### src/rtl/cwc_pkg.sv
package cwc_pkg;
    typedef enum logic [2:0] {
        ST_IDLE,
        ST_FILL,
        ST_ARMED,
        ST_POST,
        ST_DONE
    } cap_state_e;

    localparam int STOP_BIT = 7;
endpackage

### src/rtl/cwc_window_calc.sv
module cwc_window_calc #(
    parameter int IW       = 20,
    parameter int AW       = 10,
    parameter int ATOM_LG  = 6,
    parameter int BUF_PCT  = 90,
    parameter int STRM_PCT = 10
) (
    input  logic [IW-1:0] req_pos,
    input  logic [AW:0]   mem_depth,
    input  logic          stream_mode,
    output logic [IW-1:0] win_len
);
    localparam logic [IW-1:0] ATOM = IW'(1) << ATOM_LG;

    logic [IW-1:0] pct;
    logic [IW-1:0] cap;
    logic [IW-1:0] floored;
    logic [IW-1:0] clamped;

    always_comb begin
        pct     = stream_mode ? IW'(STRM_PCT) : IW'(BUF_PCT);
        cap     = (IW'(mem_depth) * pct) / IW'(100);
        floored = (req_pos < ATOM) ? ATOM : req_pos;
        clamped = (floored > cap) ? cap : floored;
        win_len = clamped & ~(ATOM - IW'(1));
    end
endmodule

### src/rtl/cwc_wrap_ctr.sv
module cwc_wrap_ctr #(
    parameter int AW = 10
) (
    input  logic          clk,
    input  logic          rst_n,
    input  logic          clr,
    input  logic          step,
    input  logic [AW:0]   limit,
    output logic [AW-1:0] cnt
);
    logic at_end;

    assign at_end = ({1'b0, cnt} == (limit - 1'b1));

    always_ff @(posedge clk) begin
        if (!rst_n) begin
            cnt <= '0;
        end else if (clr) begin
            cnt <= '0;
        end else if (step) begin
            cnt <= at_end ? '0 : cnt + 1'b1;
        end
    end
endmodule

### src/rtl/cwc_up_ctr.sv
module cwc_up_ctr #(
    parameter int W = 20
) (
    input  logic         clk,
    input  logic         rst_n,
    input  logic         clr,
    input  logic         step,
    output logic [W-1:0] cnt
);
    always_ff @(posedge clk) begin
        if (!rst_n) begin
            cnt <= '0;
        end else if (clr) begin
            cnt <= '0;
        end else if (step) begin
            cnt <= cnt + 1'b1;
        end
    end
endmodule

### src/rtl/capture_window_ctrl.sv
module capture_window_ctrl
    import cwc_pkg::*;
#(
    parameter int AW       = 10,
    parameter int CW       = 16,
    parameter int ATOM_LG  = 6,
    parameter int BUF_PCT  = 90,
    parameter int STRM_PCT = 10
) (
    input  logic             clk,
    input  logic             rst_n,
    input  logic             cmd_valid,
    input  logic [7:0]       cmd_flags,
    input  logic [AW:0]      mem_depth,
    input  logic             stream_mode,
    input  logic [CW-1:0]    sample_count,
    input  logic [CW+3:0]    pre_trig_req,
    input  logic             sample_valid,
    input  logic             trig_hit,
    output logic             wr_en,
    output logic [AW-1:0]    wr_addr,
    output logic             done,
    output logic             rec_valid,
    output logic [CW+3:0]    rec_trig_pos,
    output logic [AW-1:0]    rec_start_addr,
    output logic [CW+3:0]    rec_remain
);
    localparam int IW = CW + 4;
    localparam logic [IW-1:0] ATOM = IW'(1) << ATOM_LG;

    cap_state_e st, st_nx;

    logic          abort_cmd, go_cmd, capturing, accept, post_last;
    logic          cmd_unused;
    logic [IW-1:0] win_calc, win_q, total_now, post_len_now, post_len_q;
    logic [AW:0]   depth_q;
    logic [IW-1:0] idx, post_cnt;
    logic [AW-1:0] start_now;

    assign cmd_unused = ^cmd_flags[STOP_BIT-1:0];

    cwc_window_calc #(
        .IW(IW), .AW(AW), .ATOM_LG(ATOM_LG),
        .BUF_PCT(BUF_PCT), .STRM_PCT(STRM_PCT)
    ) i_calc (
        .req_pos    (pre_trig_req),
        .mem_depth  (mem_depth),
        .stream_mode(stream_mode),
        .win_len    (win_calc)
    );

    cwc_wrap_ctr #(.AW(AW)) i_addr (
        .clk  (clk),
        .rst_n(rst_n),
        .clr  (go_cmd),
        .step (wr_en),
        .limit(depth_q),
        .cnt  (wr_addr)
    );

    cwc_up_ctr #(.W(IW)) i_index (
        .clk  (clk),
        .rst_n(rst_n),
        .clr  (go_cmd),
        .step (wr_en),
        .cnt  (idx)
    );

    cwc_up_ctr #(.W(IW)) i_post (
        .clk  (clk),
        .rst_n(rst_n),
        .clr  (go_cmd),
        .step (wr_en && (accept || st == ST_POST)),
        .cnt  (post_cnt)
    );

    // Command decode and derived values
    always_comb begin
        abort_cmd    = cmd_valid && cmd_flags[STOP_BIT];
        go_cmd       = cmd_valid && !cmd_flags[STOP_BIT]
                       && (st == ST_IDLE || st == ST_DONE);
        total_now    = {sample_count, 4'b0000};
        post_len_now = (total_now > win_calc) ? (total_now - win_calc) : IW'(1);
        post_last    = ((post_cnt + IW'(1)) == post_len_q);
        if (wr_addr >= win_q[AW-1:0]) begin
            start_now = wr_addr - win_q[AW-1:0];
        end else begin
            start_now = wr_addr - win_q[AW-1:0] + depth_q[AW-1:0];
        end
    end

    // Outputs
    always_comb begin
        capturing = (st == ST_FILL) || (st == ST_ARMED) || (st == ST_POST);
        wr_en     = sample_valid && capturing && !abort_cmd;
        accept    = wr_en && trig_hit && (st == ST_ARMED);
        done      = (st == ST_DONE);
    end

    // Next state
    always_comb begin
        st_nx = st;
        unique case (st)
            ST_IDLE: begin
                if (go_cmd) st_nx = ST_FILL;
            end
            ST_FILL: begin
                if (abort_cmd) begin
                    st_nx = ST_IDLE;
                end else if (wr_en && (idx + IW'(1)) == win_q) begin
                    st_nx = ST_ARMED;
                end
            end
            ST_ARMED: begin
                if (abort_cmd) begin
                    st_nx = ST_IDLE;
                end else if (accept) begin
                    st_nx = post_last ? ST_DONE : ST_POST;
                end
            end
            ST_POST: begin
                if (abort_cmd) begin
                    st_nx = ST_IDLE;
                end else if (wr_en && post_last) begin
                    st_nx = ST_DONE;
                end
            end
            ST_DONE: begin
                if (abort_cmd) begin
                    st_nx = ST_IDLE;
                end else if (go_cmd) begin
                    st_nx = ST_FILL;
                end
            end
            default: st_nx = ST_IDLE;
        endcase
    end

    // State register
    always_ff @(posedge clk) begin
        if (!rst_n) st <= ST_IDLE;
        else        st <= st_nx;
    end

    // Configuration latch and trigger record
    always_ff @(posedge clk) begin
        if (!rst_n) begin
            win_q          <= '0;
            post_len_q     <= '0;
            depth_q        <= '0;
            rec_valid      <= 1'b0;
            rec_trig_pos   <= '0;
            rec_start_addr <= '0;
            rec_remain     <= '0;
        end else begin
            rec_valid <= accept;
            if (go_cmd) begin
                win_q          <= win_calc;
                post_len_q     <= post_len_now;
                depth_q        <= mem_depth;
                rec_trig_pos   <= '0;
                rec_start_addr <= '0;
                rec_remain     <= '0;
            end else if (accept) begin
                rec_trig_pos   <= idx;
                rec_start_addr <= start_now;
                rec_remain     <= post_len_q;
            end
        end
    end

    AST_WIN_QUANT: assert property (@(posedge clk) disable iff (!rst_n)
        (st != ST_IDLE) |-> (win_q[ATOM_LG-1:0] == '0 && win_q >= ATOM));
    AST_ADDR_RANGE: assert property (@(posedge clk) disable iff (!rst_n)
        wr_en |-> ({1'b0, wr_addr} < depth_q));
    AST_NO_WRITE_DONE: assert property (@(posedge clk) disable iff (!rst_n)
        done |-> !wr_en);
    AST_ABORT_CLEARS: assert property (@(posedge clk) disable iff (!rst_n)
        (cmd_valid && cmd_flags[STOP_BIT]) |=> (!done && !rec_valid));
    AST_REC_PULSE: assert property (@(posedge clk) disable iff (!rst_n)
        rec_valid |=> !rec_valid);
    AST_TRIG_AFTER_WIN: assert property (@(posedge clk) disable iff (!rst_n)
        rec_valid |-> (rec_trig_pos >= win_q));
endmodule

### config.mk
export PLATFORM = sky130hd
export DESIGN_NAME = capture_window_ctrl
export DESIGN_NICKNAME = d
export VERILOG_FILES = /design/src/rtl/cwc_pkg.sv /design/src/rtl/cwc_window_calc.sv /design/src/rtl/cwc_wrap_ctr.sv /design/src/rtl/cwc_up_ctr.sv /design/src/rtl/capture_window_ctrl.sv
export SDC_FILE = /design/constraint.sdc
export NUM_CORES = 1
export LEC_CHECK = 0
export ABC_AREA = 0
export BUFFER_PORTS_ARGS = -buffer_cell sky130_fd_sc_hd__buf_2
export CELL_PAD_IN_SITES_DETAIL_PLACEMENT = 0
export CELL_PAD_IN_SITES_GLOBAL_PLACEMENT = 1
export CORE_ASPECT_RATIO = 2
export CORE_MARGIN = 2
export CORE_UTILIZATION = 50
export CTS_BUF_LIST = sky130_fd_sc_hd__clkbuf_8
export DETAILED_ROUTE_END_ITERATION = 12
export PLACE_DENSITY_LB_ADDON = 0.1
export SYNTH_ARGS = -nofsm -noshare
export SYNTH_HDL_FRONTEND = slang
export SYNTH_HIERARCHICAL = 1
export SYNTH_SLANG_ARGS = --single-unit
### constraint.sdc
create_clock -name clk -period 35.8 [get_ports clk]
set_input_delay 3.58 -clock clk [delete_from_list [all_inputs] [get_ports clk]]
set_output_delay 3.58 -clock clk [all_outputs]
set_load 0.05 [all_outputs]
Yosys cells after proc, flatten, opt, wreduce, memory -nomap -nowiden. Cells that the tools add are included.

Add/subtract/negate cells: 7. $mul: 1. Div/mod/pow operators: 1. Magnitude comparators: 4. Equal/unequal tests: 10. Multiplexer cells: 16. Bitwise operators: 1. Reductions and logical operators: 19.

Operator list (number): 20-bit two-way mux (3); 20-bit by 1-bit adder with 20-bit output, second input constant (2); 20-bit == test (2); 20-bit > comparator (2); 3-bit two-way mux (9); 20-bit by 7-bit divider with 20-bit output, second input constant (1); 20-bit by 7-bit less-than comparator with 1-bit output, second input constant (1); 11-bit by 20-bit multiplier with 20-bit output (1); 10-bit two-way mux (2); 20-bit subtractor (1); 3-bit case mux with 5 select lines (1); 10-bit by 11-bit == test with 1-bit output (1); 11-bit by 1-bit subtractor with 11-bit output, second input constant (1); 10-bit by 1-bit adder with 10-bit output, second input constant (1); 10-bit adder (1); 10-bit greater-or-equal comparator (1); 1-bit logical AND (10); 10-bit subtractor (1); 7-bit two-way mux (1); 3-bit by 2-bit == test with 1-bit output, second input constant (2); 3-bit by 2-bit inequality test with 1-bit output, second input constant (2); 1-bit logical OR (4); 3-bit by 1-bit == test with 1-bit output, second input constant (1); 3-bit == test, second input constant (1); 6 further kinds (7).

Register bits: 149.

Longest topological paths before layout.
Depth in word-level cells: 10. Depth in mapped cells: 72.

Hierarchy. The synthesis kept the hierarchy.

Modules (own cells, without submodules): capture_window_ctrl (times used 1, cells each 869, area an instance 6687.7 um2, sequential area each 2102.0 um2); cwc_window_calc (times used 1, cells each 680, area an instance 4892.2 um2, sequential area each 0.0 um2); cwc_up_ctr (times used 2, cells each 110, area an instance 943.4 um2, sequential area each 400.4 um2); cwc_wrap_ctr (times used 1, cells each 102, area an instance 858.3 um2, sequential area each 200.2 um2).

Least setup slack after synthesis. No wires, ideal clock.

Kind: input to register. Start point: input stream_mode. End point: register post_len_q[15]. Arrival time: 16.374 ns. Setup slack: 19.368 ns. Cell stages on the path: 69. Path buffers: 9. Cells stage by stage: clkbuf_1 > nor2b_1 > ha_1 > fa_1 > inv_1 > fa_1 > inv_1 > ha_1 > inv_1 > fa_1 > nor2b_1 > o211a_1 > o211ai_1 > and3_1 > nor2_1 > o21ai_0 > o22a_2 > a211oi_1 > [33 not listed] > a21oi_1 > nor3_1 > a211oi_1 > o21ai_0 > clkbuf_1 > mux2i_1 > inv_1 > ha_1 > and3_1 > and3_1 > o2111ai_1 > a31oi_1 > o21ai_1 > nand2b_1 > and3_1 > clkbuf_1 > buf_2 > a22o_1.

Word-level cells in the longest chain between the ends: 7. Elaborated cells on any way between the ends: 8.

Ends and longest elaborated chain: from (decl) (line capture_window_ctrl.sv:15) `input logic stream_mode,`; 7-bit two-way mux * (line cwc_window_calc.sv:21) `pct = stream_mode ? IW'(STRM_PCT) : IW'(BUF_PCT);`; 11-bit by 20-bit multiplier with 20-bit output * (line cwc_window_calc.sv:22) `cap = (IW'(mem_depth) * pct) / IW'(100);`; 20-bit by 7-bit divider with 20-bit output * (line cwc_window_calc.sv:22); 20-bit > comparator (line cwc_window_calc.sv:24) `clamped = (floored > cap) ? cap : floored;`; 20-bit two-way mux * (line cwc_window_calc.sv:24); named net win_calc[11] (line capture_window_ctrl.sv:35) `logic [IW-1:0] win_calc, win_q, total_now, post_len_now, post_len_q;`; 20-bit subtractor or 20-bit > comparator (tied branches) (line capture_window_ctrl.sv:83) `post_len_now = (total_now > win_calc) ? (total_now - win_calc) : IW'(1);`; 20-bit two-way mux * (line capture_window_ctrl.sv:83); to (signal assigned) (line capture_window_ctrl.sv:159) `post_len_q <= post_len_now;`; to (decl) (line capture_window_ctrl.sv:35).

Mark *: on every way through the listed nets, which the timed path passes. The rest lies on a longest branch. A chain may end at the register's enable or synchronous reset.

Final worst setup path.
Start point: input mem_depth[3]. End point: register post_len_q[14].

Word-level cells in the longest chain between the ends: 6. Elaborated cells on any way between the ends: 7.

Ends and longest elaborated chain: from (decl) (line capture_window_ctrl.sv:14) `input logic [AW:0] mem_depth,`; 11-bit by 20-bit multiplier with 20-bit output * (line cwc_window_calc.sv:22); 20-bit by 7-bit divider with 20-bit output * (line cwc_window_calc.sv:22); 20-bit > comparator (line cwc_window_calc.sv:24); 20-bit two-way mux * (line cwc_window_calc.sv:24); named net win_calc[11] (line capture_window_ctrl.sv:35); 20-bit subtractor or 20-bit > comparator (tied branches) (line capture_window_ctrl.sv:83); 20-bit two-way mux * (line capture_window_ctrl.sv:83).

Marked as above.

==> impl_summary.txt <==
----------------------------------------------------
[Routing]
  DRC Markers ... 0
  Routed Wire Length ... 42.2 mm
  Vias ... 13900
  Wire per inst ... 18.3 µm
  Count of nets left with antenna violations after detail routing ... 0
  First-pass DRT Iterations ... 5
  Initial detailed-routing violation count ... 734
  Per-cell via count in the routed design ... 6.04

[GRT]
  Maximum number of pins on one net before global-route repair ... 55
  Number of antenna violations at the first check in global routing ... 2
  Global router's overall resource usage ... 28.2%
  Overall overflow remaining after global route ... 0
  Via count of the first global-routing pass ... 13400
  First-pass GRT wire length ... 67.3 mm

[Floorplan]
  Height of the chip ... 243 µm
  I/O pin cnt ... 124
  Cell row count ... 87
  Core region area ... 0.0282 mm²
  Horiz. Die Dim ... 124 µm
  Initial Util ... 50.8%
  Area enclosed by the die boundary ... 0.0301 mm²

[Yosys]
  Synthesized-area fraction occupied by adder cells ... 11.9%
  Share of async-settable or async-resettable flops after synthesis ... 0%
  Post-Synthesis Cell Area ... 0.0143 mm²
  Number of standard cells after synthesis ... 1871
  Warnings, synthesis ... 6
  Count of different cell masters after synthesis ... 115
  Number of enable-type register cells in the synthesized netlist ... 0
  Basic-gate share of the synthesized area counting and, or, nand and nor cells ... 26.1%
  Post-synthesis mux area share ... 2.02%
  Xor and xnor fraction of the mapped netlist area ... 8.98%
  Number of synthesized register bits ... 155
  Dominant combinational cell family by area after synthesis ... simple AND/OR/NAND/NOR gates
  Average cell area after synthesis ... 7.66 µm²
  Sequential fraction of the synthesis area ... 21.7%
  Compound-gate portion of the synthesized area ... 23.9%
  Top FF cell, synth ... dfxtp_1

[Cells and area]
  Utilization after layout ... 54.6%
  Fin cells ... 2309
  Share of final-layout standard cells stronger than drive strength 1 ... 11.8%
  Synthesis-to-finish area growth ... 7.47%
  Most common library cell in the layout ignoring fill and taps ... nand2_1
  Number of fill cells in the layout ... 2867
  Commonest cells after routing, fill and taps aside ... nand2_1 (241), a21oi_1 (159), dfxtp_1 (155)
  Final net count ... 2121

[Flow run]
  Max-cap check violation count ... 0

[Critical path]
  Maximum fanout count along the critical path ... 19
  Cell repeated most along the worst path ... ha_1
  Worst-path cell with the longest stage delay ... a211oi_2
  Startpoint type of the worst setup path ... input port
  CP Capture Type ... register
  CP Data Required Time ... 36220 ps
  Delay of the slowest cell on the worst path ... 690 ps
  Worst setup path start ... mem_depth[3]
  RR Startpoint ... st[0]
  Critical path class ... input port to register
  Critical path arrival ... 19700 ps

[Hold path]
  Worst hold start ... rec_remain[13]
  Hold crit path type ... register to register

[STA]
  Share of the cycle needed by the critical path after routing ... 53.8%
  Total negative slack ... 0 ps
  Max-slew violation total from the final report ... 0
  Highest achievable clock rate ... 51.9 MHz
  Slew margin rel. ... 24.5%
  RSZ-0062 raised after global routing ... no
  Setup violations, final ... 0
  Hold WS ... 453 ps
  Max Clock Skew ... 18.9 ps
  Slew @ Worst Pin ... 1130 ps
  Count of endpoints failing hold in the final timing report ... 0
  Minimum period implied by the final worst setup slack ... 19280 ps

[Clock network]
  Buffer type at the clock tree root ... clkbuf_8
  Count of cells resized by post-cts repair ... 0
  Number of buffers created by CTS ... 17
  CTS Hold Bufs ... 0
  Worst-case clock buffer depth ... 2
  Buffers inserted during post-CTS setup optimization ... 0
  Clock network latency to the later pin of the worst-skew pair ... 490 ps
  H-tree lvl count ... 4
  CTS tree ... yes
  Clock slew at reported path FFs ... 90 ps
  Number of sinks handled by clock tree synthesis ... 155

[Place]
  Number of buffers inserted by port buffering ... 116
  Routability congestion estimate from global placement ... 0.922
  HPWL after DPL ... 33.2 mm
  Placed cell count ... 2275

[Run status]
  Outcome ... complete, no violations

----------------------------------------------------
==> through the flow <==
stage	area, µm²	worst slack [ps]
2_1_floorplan	14400	19370
3_3_place_gp	15100	16480
5_1_grt	15400	15450
4_1_cts	15400	16730
3_5_place_dp	15100	16230
6_report	15400	16520
==> synth_stat cells (all sizes together) (40+ instances only) <==
library cell | number | area, µm²
inv | 97 | 364
dfxtp | 155 | 3100
xnor2 | 92 | 813
ha | 103 | 1290
a21oi | 161 | 813
nand4 | 40 | 302
nand2 | 241 | 905
o21ai | 87 | 439
nand3 | 52 | 290
nor3 | 61 | 348
xor2 | 54 | 473
clkbuf | 57 | 214
nor2 | 129 | 494
==> state kept, by name, summed over array words and instances, names as in the netlist <==
register / flops
depth_q: 11
i_addr/cnt: 10
i_index/cnt: 20
i_post/cnt: 20
post_len_q: 20
rec_remain: 20
rec_start_addr: 10
rec_trig_pos: 20
rec_valid: 1
st: 3
win_q: 20
==> cell families (layout without fill, tap and decap cells) <==
kind of cell,after synthesis,in the layout
flip-flops,155,155
AO/OA/AOI/OAI,506,506
adder cells (fa/ha/maj),125,125
AND/OR/NAND/NOR,723,723
XOR/XNOR,146,146
other,1,16
multiplexers,27,27
buffers and inverters,188,255
==> critical path: cells and delay by family <==
| family | cells | cell delay [ps] |
|---|---|---|
| compound gates | 24 | 7390 |
| xor+xnor | 1 | 310 |
| buf+inv | 6 | 650 |
| mux | 2 | 580 |
| simple gates | 20 | 4720 |
| fa+ha+maj | 7 | 2450 |
==> path summary, 6_finish.rpt <==
kind                                        to  cells after the start  slack, ps
worst max-delay path            post_len_q[14]                     60      16520
worst min-delay path            rec_remain[13]                      2        450
worst max register to register  i_post/cnt[14]                      9      32210
worst min register to register  rec_remain[13]                      2        450
==> cell type report <==
class / instances / area [µm²] / share of cell area (%)
Inverter: 99 / 372 / 2.41
Timing Repair Buffer: 124 / 641 / 4.16
Clock buffer: 17 / 234 / 1.52
Clock inverter: 15 / 104 / 0.675
Multi-Input combinational cell: 1541 / 10500 / 68.1
Antenna cell: 2 / 5.00 / 0.0325
Sequential cell: 155 / 3100 / 20.2
Tap cell: 356 / 445 / 2.89
==> per-layer routing <==
| metal | track usage [%] | vias to the layer above | part of all wire, % | wire (µm) |
|---|---|---|---|---|
| li1 | - | 6884 | - | - |
| met1 | 27.5 | 6611 | 36 | 15400 |
| met2 | 54.3 | 326 | 54 | 22800 |
| met3 | 3.39 | 119 | 3.4 | 1440 |
| met4 | 17.0 | 0 | 6.1 | 2560 |
| met5 | 0 | - | 0 | 0 |
Power is not shown: default switching activity piles up to over one toggle a cycle in this logic, so the estimate is an artifact.
